==> src/rtl/asram_pkg.sv <==
package asram_pkg;

  typedef enum logic [2:0] {
    ST_IDLE   = 3'd0,
    ST_WSETUP = 3'd1,
    ST_WPULSE = 3'd2,
    ST_WREC   = 3'd3,
    ST_RACC   = 3'd4,
    ST_RTURN  = 3'd5
  } state_e;

  function automatic int cdiv(input int num, input int den);
    return (num + den - 1) / den;
  endfunction

  function automatic int max2(input int a, input int b);
    return (a > b) ? a : b;
  endfunction

endpackage

==> src/rtl/asram_phase_timer.sv <==
module asram_phase_timer #(
  parameter int CNT_W = 3
) (
  input  logic             clk,
  input  logic             rst_n,
  input  logic             load,
  input  logic [CNT_W-1:0] load_val,
  output logic             done
);

  logic [CNT_W-1:0] cnt_q;
  logic [CNT_W-1:0] cnt_d;
  logic             cnt_en;

  always_comb begin
    cnt_en = load || (cnt_q != '0);
    if (load) cnt_d = load_val;
    else      cnt_d = cnt_q - 1'b1;
  end

  always_ff @(posedge clk or negedge rst_n) begin
    if (!rst_n)      cnt_q <= '0;
    else if (cnt_en) cnt_q <= cnt_d;
  end

  assign done = (cnt_q == '0);

endmodule

==> src/rtl/asram_seq.sv <==
module asram_seq
  import asram_pkg::*;
#(
  parameter int RD_CYC = 7,
  parameter int WP_CYC = 5,
  parameter int TA_CYC = 3,
  parameter int CNT_W  = 3
) (
  input  logic             clk,
  input  logic             rst_n,
  input  logic             req_valid,
  input  logic             req_we,
  input  logic             tmr_done,
  output logic             req_ready,
  output logic             accept,
  output logic             tmr_load,
  output logic [CNT_W-1:0] tmr_val,
  output logic             capture,
  output logic             ce_n,
  output logic             ce,
  output logic             we_n,
  output logic             oe_n,
  output logic             dq_oe
);

  localparam logic [CNT_W-1:0] RD_LAST = CNT_W'(RD_CYC - 1);
  localparam logic [CNT_W-1:0] WP_LAST = CNT_W'(WP_CYC - 1);
  localparam logic [CNT_W-1:0] TA_LAST = CNT_W'(TA_CYC - 1);

  state_e state_q, state_d;
  logic   ce_n_d, ce_d, we_n_d, oe_n_d, dq_oe_d;

  always_comb begin
    state_d  = state_q;
    accept   = 1'b0;
    tmr_load = 1'b0;
    tmr_val  = '0;
    capture  = 1'b0;
    unique case (state_q)
      ST_IDLE: if (req_valid) begin
        accept = 1'b1;
        if (req_we) begin
          state_d = ST_WSETUP;
        end else begin
          state_d  = ST_RACC;
          tmr_load = 1'b1;
          tmr_val  = RD_LAST;
        end
      end
      ST_WSETUP: begin
        state_d  = ST_WPULSE;
        tmr_load = 1'b1;
        tmr_val  = WP_LAST;
      end
      ST_WPULSE: if (tmr_done) state_d = ST_WREC;
      ST_WREC:   state_d = ST_IDLE;
      ST_RACC: if (tmr_done) begin
        capture  = 1'b1;
        state_d  = ST_RTURN;
        tmr_load = 1'b1;
        tmr_val  = TA_LAST;
      end
      ST_RTURN: if (tmr_done) state_d = ST_IDLE;
      default:  state_d = ST_IDLE;
    endcase
  end

  always_comb begin
    ce_n_d  = (state_d == ST_IDLE) || (state_d == ST_RTURN);
    ce_d    = !ce_n_d;
    we_n_d  = (state_d != ST_WPULSE);
    oe_n_d  = (state_d != ST_RACC);
    dq_oe_d = (state_d == ST_WPULSE);
  end

  always_ff @(posedge clk or negedge rst_n) begin
    if (!rst_n) begin
      state_q <= ST_IDLE;
      ce_n    <= 1'b1;
      ce      <= 1'b0;
      we_n    <= 1'b1;
      oe_n    <= 1'b1;
      dq_oe   <= 1'b0;
    end else begin
      state_q <= state_d;
      ce_n    <= ce_n_d;
      ce      <= ce_d;
      we_n    <= we_n_d;
      oe_n    <= oe_n_d;
      dq_oe   <= dq_oe_d;
    end
  end

  assign req_ready = (state_q == ST_IDLE);

  // the write strobe only falls after a cycle with the chip already selected
  p_we_setup_r3: assert property (@(posedge clk) disable iff (!rst_n)
    $fell(we_n) |-> $past(!ce_n && ce && we_n));

  // output enable low only with the chip selected and the write strobe high
  p_read_strobes_r6: assert property (@(posedge clk) disable iff (!rst_n)
    !oe_n |-> (!ce_n && ce && we_n));

  // deselected chip keeps both strobes inactive and the driver off
  p_standby_r9: assert property (@(posedge clk) disable iff (!rst_n)
    ce_n |-> (we_n && oe_n && !dq_oe));

endmodule

==> src/rtl/asram_dpath.sv <==
module asram_dpath #(
  parameter int ADDR_W = 17,
  parameter int DATA_W = 8
) (
  input  logic              clk,
  input  logic              rst_n,
  input  logic              accept,
  input  logic              capture,
  input  logic [ADDR_W-1:0] req_addr,
  input  logic [DATA_W-1:0] req_wdata,
  input  logic [DATA_W-1:0] dq_in,
  output logic [ADDR_W-1:0] addr,
  output logic [DATA_W-1:0] dq_out,
  output logic [DATA_W-1:0] rd_data,
  output logic              rd_valid
);

  always_ff @(posedge clk or negedge rst_n) begin
    if (!rst_n) begin
      addr   <= '0;
      dq_out <= '0;
    end else if (accept) begin
      addr   <= req_addr;
      dq_out <= req_wdata;
    end
  end

  always_ff @(posedge clk or negedge rst_n) begin
    if (!rst_n)       rd_data <= '0;
    else if (capture) rd_data <= dq_in;
  end

  always_ff @(posedge clk or negedge rst_n) begin
    if (!rst_n) rd_valid <= 1'b0;
    else        rd_valid <= capture;
  end

  // a returned byte is presented for one cycle only
  p_valid_pulse_r7: assert property (@(posedge clk) disable iff (!rst_n)
    rd_valid |=> !rd_valid);

endmodule

==> src/rtl/asram_ctrl.sv <==
module asram_ctrl
  import asram_pkg::*;
#(
  parameter int ADDR_W        = 17,
  parameter int DATA_W        = 8,
  parameter int CLK_PERIOD_PS = 10000,
  parameter int T_AA_PS       = 70000,
  parameter int T_WP_PS       = 50000,
  parameter int T_AW_PS       = 60000,
  parameter int T_DW_PS       = 30000,
  parameter int T_WC_PS       = 70000,
  parameter int T_OHZ_PS      = 25000
) (
  input  logic              clk,
  input  logic              rst_n,
  input  logic              req_valid,
  output logic              req_ready,
  input  logic              req_we,
  input  logic [ADDR_W-1:0] req_addr,
  input  logic [DATA_W-1:0] req_wdata,
  output logic              rd_valid,
  output logic [DATA_W-1:0] rd_data,
  output logic [ADDR_W-1:0] sram_addr,
  output logic [DATA_W-1:0] sram_dq_out,
  output logic              sram_dq_oe,
  input  logic [DATA_W-1:0] sram_dq_in,
  output logic              sram_ce_n,
  output logic              sram_ce,
  output logic              sram_we_n,
  output logic              sram_oe_n
);

  localparam int RD_CYC = max2(1, cdiv(T_AA_PS, CLK_PERIOD_PS));
  localparam int WP_CYC = max2(max2(1, cdiv(T_WP_PS, CLK_PERIOD_PS)),
                          max2(max2(cdiv(T_AW_PS, CLK_PERIOD_PS) - 1,
                                    cdiv(T_DW_PS, CLK_PERIOD_PS)),
                               cdiv(T_WC_PS, CLK_PERIOD_PS) - 2));
  localparam int TA_CYC = max2(1, cdiv(T_OHZ_PS, CLK_PERIOD_PS));
  localparam int CNT_W  = $clog2(max2(RD_CYC, max2(WP_CYC, TA_CYC)) + 1);

  logic [1:0]       rst_sync_q;
  logic             rst_int_n;
  logic             accept, capture, tmr_load, tmr_done;
  logic [CNT_W-1:0] tmr_val;

  always_ff @(posedge clk or negedge rst_n) begin
    if (!rst_n) rst_sync_q <= 2'b00;
    else        rst_sync_q <= {rst_sync_q[0], 1'b1};
  end
  assign rst_int_n = rst_sync_q[1];

  asram_phase_timer #(.CNT_W(CNT_W)) u_timer (
    .clk      (clk),
    .rst_n    (rst_int_n),
    .load     (tmr_load),
    .load_val (tmr_val),
    .done     (tmr_done)
  );

  asram_seq #(
    .RD_CYC (RD_CYC),
    .WP_CYC (WP_CYC),
    .TA_CYC (TA_CYC),
    .CNT_W  (CNT_W)
  ) u_seq (
    .clk       (clk),
    .rst_n     (rst_int_n),
    .req_valid (req_valid),
    .req_we    (req_we),
    .tmr_done  (tmr_done),
    .req_ready (req_ready),
    .accept    (accept),
    .tmr_load  (tmr_load),
    .tmr_val   (tmr_val),
    .capture   (capture),
    .ce_n      (sram_ce_n),
    .ce        (sram_ce),
    .we_n      (sram_we_n),
    .oe_n      (sram_oe_n),
    .dq_oe     (sram_dq_oe)
  );

  asram_dpath #(.ADDR_W(ADDR_W), .DATA_W(DATA_W)) u_dpath (
    .clk       (clk),
    .rst_n     (rst_int_n),
    .accept    (accept),
    .capture   (capture),
    .req_addr  (req_addr),
    .req_wdata (req_wdata),
    .dq_in     (sram_dq_in),
    .addr      (sram_addr),
    .dq_out    (sram_dq_out),
    .rd_data   (rd_data),
    .rd_valid  (rd_valid)
  );

  // the port reports ready only while the memory is idle and deselected
  p_ready_idle_r2: assert property (@(posedge clk) disable iff (!rst_int_n)
    req_ready |-> (sram_ce_n && !sram_ce));

  // address held across the falling and rising write strobe
  p_addr_fall_r4: assert property (@(posedge clk) disable iff (!rst_int_n)
    $fell(sram_we_n) |-> $stable(sram_addr));
  p_addr_rise_r4: assert property (@(posedge clk) disable iff (!rst_int_n)
    $rose(sram_we_n) |-> $stable(sram_addr));

  // driver on only under a low write strobe, never against output enable
  p_drv_we_r5: assert property (@(posedge clk) disable iff (!rst_int_n)
    sram_dq_oe |-> !sram_we_n);
  p_drv_oe_r5: assert property (@(posedge clk) disable iff (!rst_int_n)
    sram_dq_oe |-> sram_oe_n);

  // read byte returned just after the output enable phase ends
  p_valid_after_oe_r7: assert property (@(posedge clk) disable iff (!rst_int_n)
    rd_valid |-> (sram_oe_n && $past(!sram_oe_n)));

  // the end of a read is followed by a gap, not an immediate ready
  p_turn_r8: assert property (@(posedge clk) disable iff (!rst_int_n)
    $rose(sram_oe_n) |-> (!req_ready && sram_ce_n));

endmodule

==> config.mk <==
export PLATFORM = sky130hd
export DESIGN_NAME = asram_ctrl
export DESIGN_NICKNAME = d
export VERILOG_FILES = /design/src/rtl/asram_pkg.sv /design/src/rtl/asram_phase_timer.sv /design/src/rtl/asram_seq.sv /design/src/rtl/asram_dpath.sv /design/src/rtl/asram_ctrl.sv
export SDC_FILE = /design/constraint.sdc
export NUM_CORES = 1
export LEC_CHECK = 0
export BUFFER_PORTS_ARGS = -buffer_cell sky130_fd_sc_hd__clkbuf_2
export CORE_ASPECT_RATIO = 0.6
export CORE_UTILIZATION = 44
export DETAILED_ROUTE_END_ITERATION = 6
export MAX_ROUTING_LAYER = met4
export PLACE_DENSITY = 0.85
export RECOVER_POWER = 25
export SKIP_LAST_GASP = 1
export SLEW_MARGIN = 20
export SYNTH_ARGS = -nofsm -noshare
export SYNTH_HDL_FRONTEND = slang
export SYNTH_HIERARCHICAL = 1
export SYNTH_SLANG_ARGS = --single-unit
export TNS_END_PERCENT = 10
==> constraint.sdc <==
create_clock -name clk -period 1.3 [get_ports clk]
set_input_delay 0.26 -clock clk [delete_from_list [all_inputs] [get_ports clk]]
set_output_delay 0.26 -clock clk [all_outputs]
set_load 0.05 [all_outputs]
* Word-level counts from Yosys, hierarchy flattened
Index checks and enable logic that the tools add are counted.
Cells by class: add/subtract/negate cells 1, multiplexer cells 18, equality and inequality tests 8, reductions and logical operators 7
Operator list (count):
- 3-bit two-way mux | 8
- 3-bit case mux with 5 select lines | 1
- 3-bit == test, second input constant | 3
- 3-bit logical NOT | 3
- 3-bit case mux with 3 select lines | 1
- 3-bit by 2-bit == test with 1-bit output, second input constant | 2
- 1-bit two-way mux | 6
- 3-bit by 1-bit == test with 1-bit output, second input constant | 1
- 3-bit by 2-bit inequality test with 1-bit output, second input constant | 1
- 3-bit inequality test, second input constant | 1
- 1-bit case mux with 3 select lines | 1
- 3-bit nonzero test | 1
- 3-bit by 1-bit subtractor with 3-bit output, second input constant | 1
- 1-bit logical OR | 2
- 2-bit two-way mux | 1
- 1-bit logical NOT | 1
Storage, ports and cells: logic and storage cells 46, output and inout bits 40, flip-flop bits (word level) 47

* Longest topological paths before layout
depth in word-level cells 6, gate-level depth with buffers 9, mapped depth without buffers 9

* By module
Netlist, hierarchy kept.
By module, submodules not included:
- asram_dpath | instances 1, cells each 71, area each 1353.8 µm², seq. area each 850.8 µm²
- asram_seq | instances 1, cells each 42, area each 425.4 µm², seq. area each 203.9 µm²
- asram_phase_timer | instances 1, cells each 21, area each 200.2 µm², seq. area each 75.1 µm²
- asram_ctrl | instances 1, cells each 3, area each 53.8 µm², seq. area each 50.0 µm²

* Least setup slack after synthesis
OpenSTA, ideal clock, no wires.
kind register to output, from register u_seq.state_q[2], to output port req_ready, data arrival time 1.638 ns, cell stages (with the launch flop) 3, required time 1.040 ns, buffers on the path 1, slack -0.598 ns, path through dfrtp_1 > buf_4 > nor3_1
On the way: cells in the longest elaborated chain, start to end 1
Ends and longest elaborated chain:
- start: declaration | RTL line asram_seq.sv:30 | state_e state_q, state_d;
- start signal: assignment | RTL line asram_seq.sv:85 | state_q <= state_d;
- 3-bit logical NOT | RTL line asram_seq.sv:94 | assign req_ready = (state_q == ST_IDLE);
- end: declaration | RTL line asram_ctrl.sv:17 | output logic req_ready,
Every way passes these cells.

* Final worst setup path
from register u_timer.cnt_q[0], to register u_timer.cnt_q[1]
On the way: cells in the longest elaborated chain, start to end 4, elaborated cells on any way between the ends 9
Ends and longest elaborated chain:
- start: declaration | RTL line asram_phase_timer.sv:11 | logic [CNT_W-1:0] cnt_q;
- start signal: assignment | RTL line asram_phase_timer.sv:23 | else if (cnt_en) cnt_q <= cnt_d;
- 3-bit logical NOT (*) | RTL line asram_phase_timer.sv:26 | assign done = (cnt_q == '0);
- named net tmr_done | RTL line asram_ctrl.sv:43 | logic accept, capture, tmr_load, tmr_done;
- 1-bit two-way mux (*) | RTL line asram_seq.sv:57 | ST_RACC: if (tmr_done) begin
- 1-bit case mux with 3 select lines (*) | RTL line asram_seq.sv:39 | unique case (state_q)
- named net tmr_load | RTL line asram_ctrl.sv:43
- 3-bit two-way mux / 1-bit logical OR (equally long branches) | RTL line asram_phase_timer.sv:17, asram_phase_timer.sv:16
Mark *: on every way through the listed nets, which the timed path passes. The rest lies on a longest branch. A chain may end at the register's enable or synchronous reset.

==> qor.txt <==
Number of cell rows = 18
Port bufs = 76
TritonCTS Sinks = 47
Fraction of registers with async set/reset = 1.00
Core area = 4260 um2
Worst setup margin = -438 ps
Hold Path Class = in2reg
Failing checks = negative setup slack
Area fraction of the dominant cell type after synthesis = 0.542
Post-synth top flop = dfrtp_1
First-pass GRT wire length = 6550 um
Critical path type = reg2reg
Tot Pwr = 8500 uW
Total number of vias = 1492
Multi-input gate area = 816 um2
Wire length per cell = 14.3 um
Clock Latency Late Sink = 290 ps
Slew headroom = 0.654
Initial DRT Pass Iterations = 4
Outcome = finished with violations
Drt initial violations = 36
WL final = 4450 um
Hold Violations, Final = 0
Antenna cells = 0
Final Core Density = 0.678
# DRC = 0
Count leader, synth = dfrtp_1
Mapped Area = 2030 um2
GRT Util Overall = 0.184
Cell chain of the critical path = inv_2, ha_4, nand2b_4, inv_2, nand2_2, or2_4, a21oi_4, nor4b_1, a311oi_2
CP Data Required Time = 1490 ps
Unique masters post-synth = 33
Vias in the first global route = 1354
Syn avg cell area = 14.8 um2
DP Wirelength = 2910 um
Antenna-violating nets left = 0
Storage element area = 1180 um2
Final Critical Period = 1740 ps
Starting Density = 0.478
CP max FO = 7
Syn-to-layout area delta = 41.9%
NumNets Final = 290
Cells after Synth = 137
Clock transition at path regs = 80 ps
Ranking of synthesized cells by area = dfrtp_1 54%, mux2_4 16%, mux2_2 7.2%
CTS tree = done
Synth Register Bits = 47
Root buffer cell = clkbuf_8
CTS H-tree lvls = 2
Top cells by count, synth = 44 x dfrtp_1, 21 x mux2_4, 13 x mux2_2, 7 x nand2b_1, 5 x inv_1
Area of the die = 4910 um2
Crit-path slowest cell = dfrtp_1
Largest net degree at the start of global routing = 25
CTS max path bufs = 2
GPL Wtd Cong = 0.799
Slew Limit Fails = 0
Initial antenna violation count = 0
RSZ-0062 raised after global routing = true
EDFF count, synth = 0
Layout fillers = 335
Die Width = 89.8 um
Total gr overflow = 0
Worst Setup Start Kind = flip-flop
CTS Buf Count = 5
Peak supply drop = 0.00219 V
Endpoints failing setup = 47
Power Dens Cells = 2950 nW/um2
Reg2reg path depth = 9
Critical path arrival = 1930 ps
Max-cap violations = 0
Via/cell ratio = 4.78
Post-synthesis sequential area ratio = 0.580
Final Cycle Share = 1.34
Die extent in y = 54.7 um
Worst setup EP type = flip-flop
Synth Warn # = 6
Syn nets = 176
Static Leak = 0.00145 uW
Critical path's most frequent cell = inv_2
Highest clock rate = 575 MHz
Worst Max-Slew Pin Slew = 512 ps
Layout cell share with drive strength beyond 1 = 0.679
# IOs = 77
Clock skew = 5.57 ps
Yosys top cell by area = dfrtp_1
Delay of the slowest cell on the worst path = 390 ps
Hold Crit Depth = 2
[sequential cells by signal (all words and copies together) (netlist names)]
name / cells
u_seq/we_n: 1
u_dpath/dq_out: 8
u_dpath/rd_valid: 1
u_seq/ce_n: 1
u_dpath/addr: 17
rst_sync_q: 2
u_seq/state_q: 3
u_seq/oe_n: 1
u_dpath/rd_data: 8
u_timer/cnt_q: 3
u_seq/ce: 1
u_seq/dq_oe: 1
[worst max-delay path: cells and delay by family (launching register included)]
kind                     cells  cell delay, ps
AO/OA/AOI/OAI                2             430
adder cells (fa/ha/maj)      1             170
flip-flops                   1             390
AND/OR/NAND/NOR              4             500
buffers and inverters        2             140
[final timing paths]
| check | slack, ps | startpoint | end |
|---|---|---|---|
| hold reg to reg | 260 | rst_sync_q[1] | u_seq/state_q[1] |
| setup / recovery | -440 | u_timer/cnt_q[0] | u_timer/cnt_q[1] |
| max in group asynchronous | 590 | rst_sync_q[1] | u_seq/state_q[2] |
| hold / removal | 190 | req_addr[3] | u_dpath/addr[3] |
| min in group asynchronous | 260 | rst_sync_q[1] | u_seq/state_q[1] |
| setup reg to reg | -440 | u_timer/cnt_q[0] | u_timer/cnt_q[1] |
[stage by stage]
step / cell area, um2 / setup WS, ps / cells / setup TNS [ps] / hold slack [ps]
after floorplan: 2050 / -369 / 137 / -16170 / -35.6
after global routing: 2890 / -482 / 312 / -14390 / 186
after CTS: 2780 / -404 / 303 / -9690 / 189
final: 2890 / -438 / 312 / -11140 / 194
after global placement: 2630 / -423 / 289 / -9140 / 46.0
after detailed placement: 2630 / -498 / 289 / -10210 / 47.8
[cell type report]
class                      instances  area share
sequential                        47       0.410
multi-input combinational         77       0.283
timing repair buffer             115       0.247
clock buffer                       7      0.0265
tap                               60      0.0260
inverter                           5     0.00650
clock inverter                     1     0.00173
[layer usage]
metal / part of all wire / routed length, um / GRT usage
met2: 0.44 / 1980 / 0.273
met4: 0.011 / 50 / 0.0574
met1: 0.48 / 2130 / 0.250
met3: 0.066 / 292 / 0.0472
met5: 0 / 0 / -
[cells in the final DEF (no fill, tap or decap), types with 2 or more instances in the layout]
| cell type | netlist | routed |
|---|---|---|
| o21bai_1 | 2 | 2 |
| buf_4 | 2 | 31 |
| nor4b_1 | 3 | 2 |
| conb_1 | 2 | 2 |
| clkbuf_1 | 0 | 3 |
| clkbuf_8 | 0 | 5 |
| o21ai_1 | 2 | 2 |
| nor2b_1 | 4 | 3 |
| dfrtp_1 | 44 | 42 |
| o21a_1 | 2 | 2 |
| dfstp_2 | 3 | 3 |
| mux2_2 | 13 | 13 |
| buf_6 | 1 | 4 |
| inv_2 | 0 | 4 |
| buf_12 | 2 | 2 |
| clkbuf_2 | 0 | 76 |
| nand2b_1 | 7 | 6 |
| mux2_4 | 21 | 21 |
| a21oi_1 | 3 | 2 |
| dfrtp_2 | 0 | 2 |
[cell families after synthesis]
group                      count (synthesis)  share of synthesized area
other                                      2                    0.00369
DFF                                       47                      0.580
buffers and inverters                     13                     0.0492
AOI/OAI and AO/OA                         17                     0.0566
and+or+nand+nor                           21                     0.0665
muxes                                     34                      0.227
adders and majority gates                  2                     0.0123
xor gates and xnor gates                   1                    0.00431
[repair_timing]
item / 4_1_cts / 5_1_grt
gates resized for setup: 4 / 15
hold buffers: 1 / 0
pin swaps: 4 / 5
endpoints found under the setup margin: 47 / 47
endpoints found under the hold margin: 2 / 0
buffers inserted: 5 / 9
[where the power goes]
part	internal (uW)	total (uW)	switching (uW)
clock network	378	836	458
logic	1930	5140	3210
registers	2160	2530	367
No activity file was read; power rests on OpenSTA's default activity.
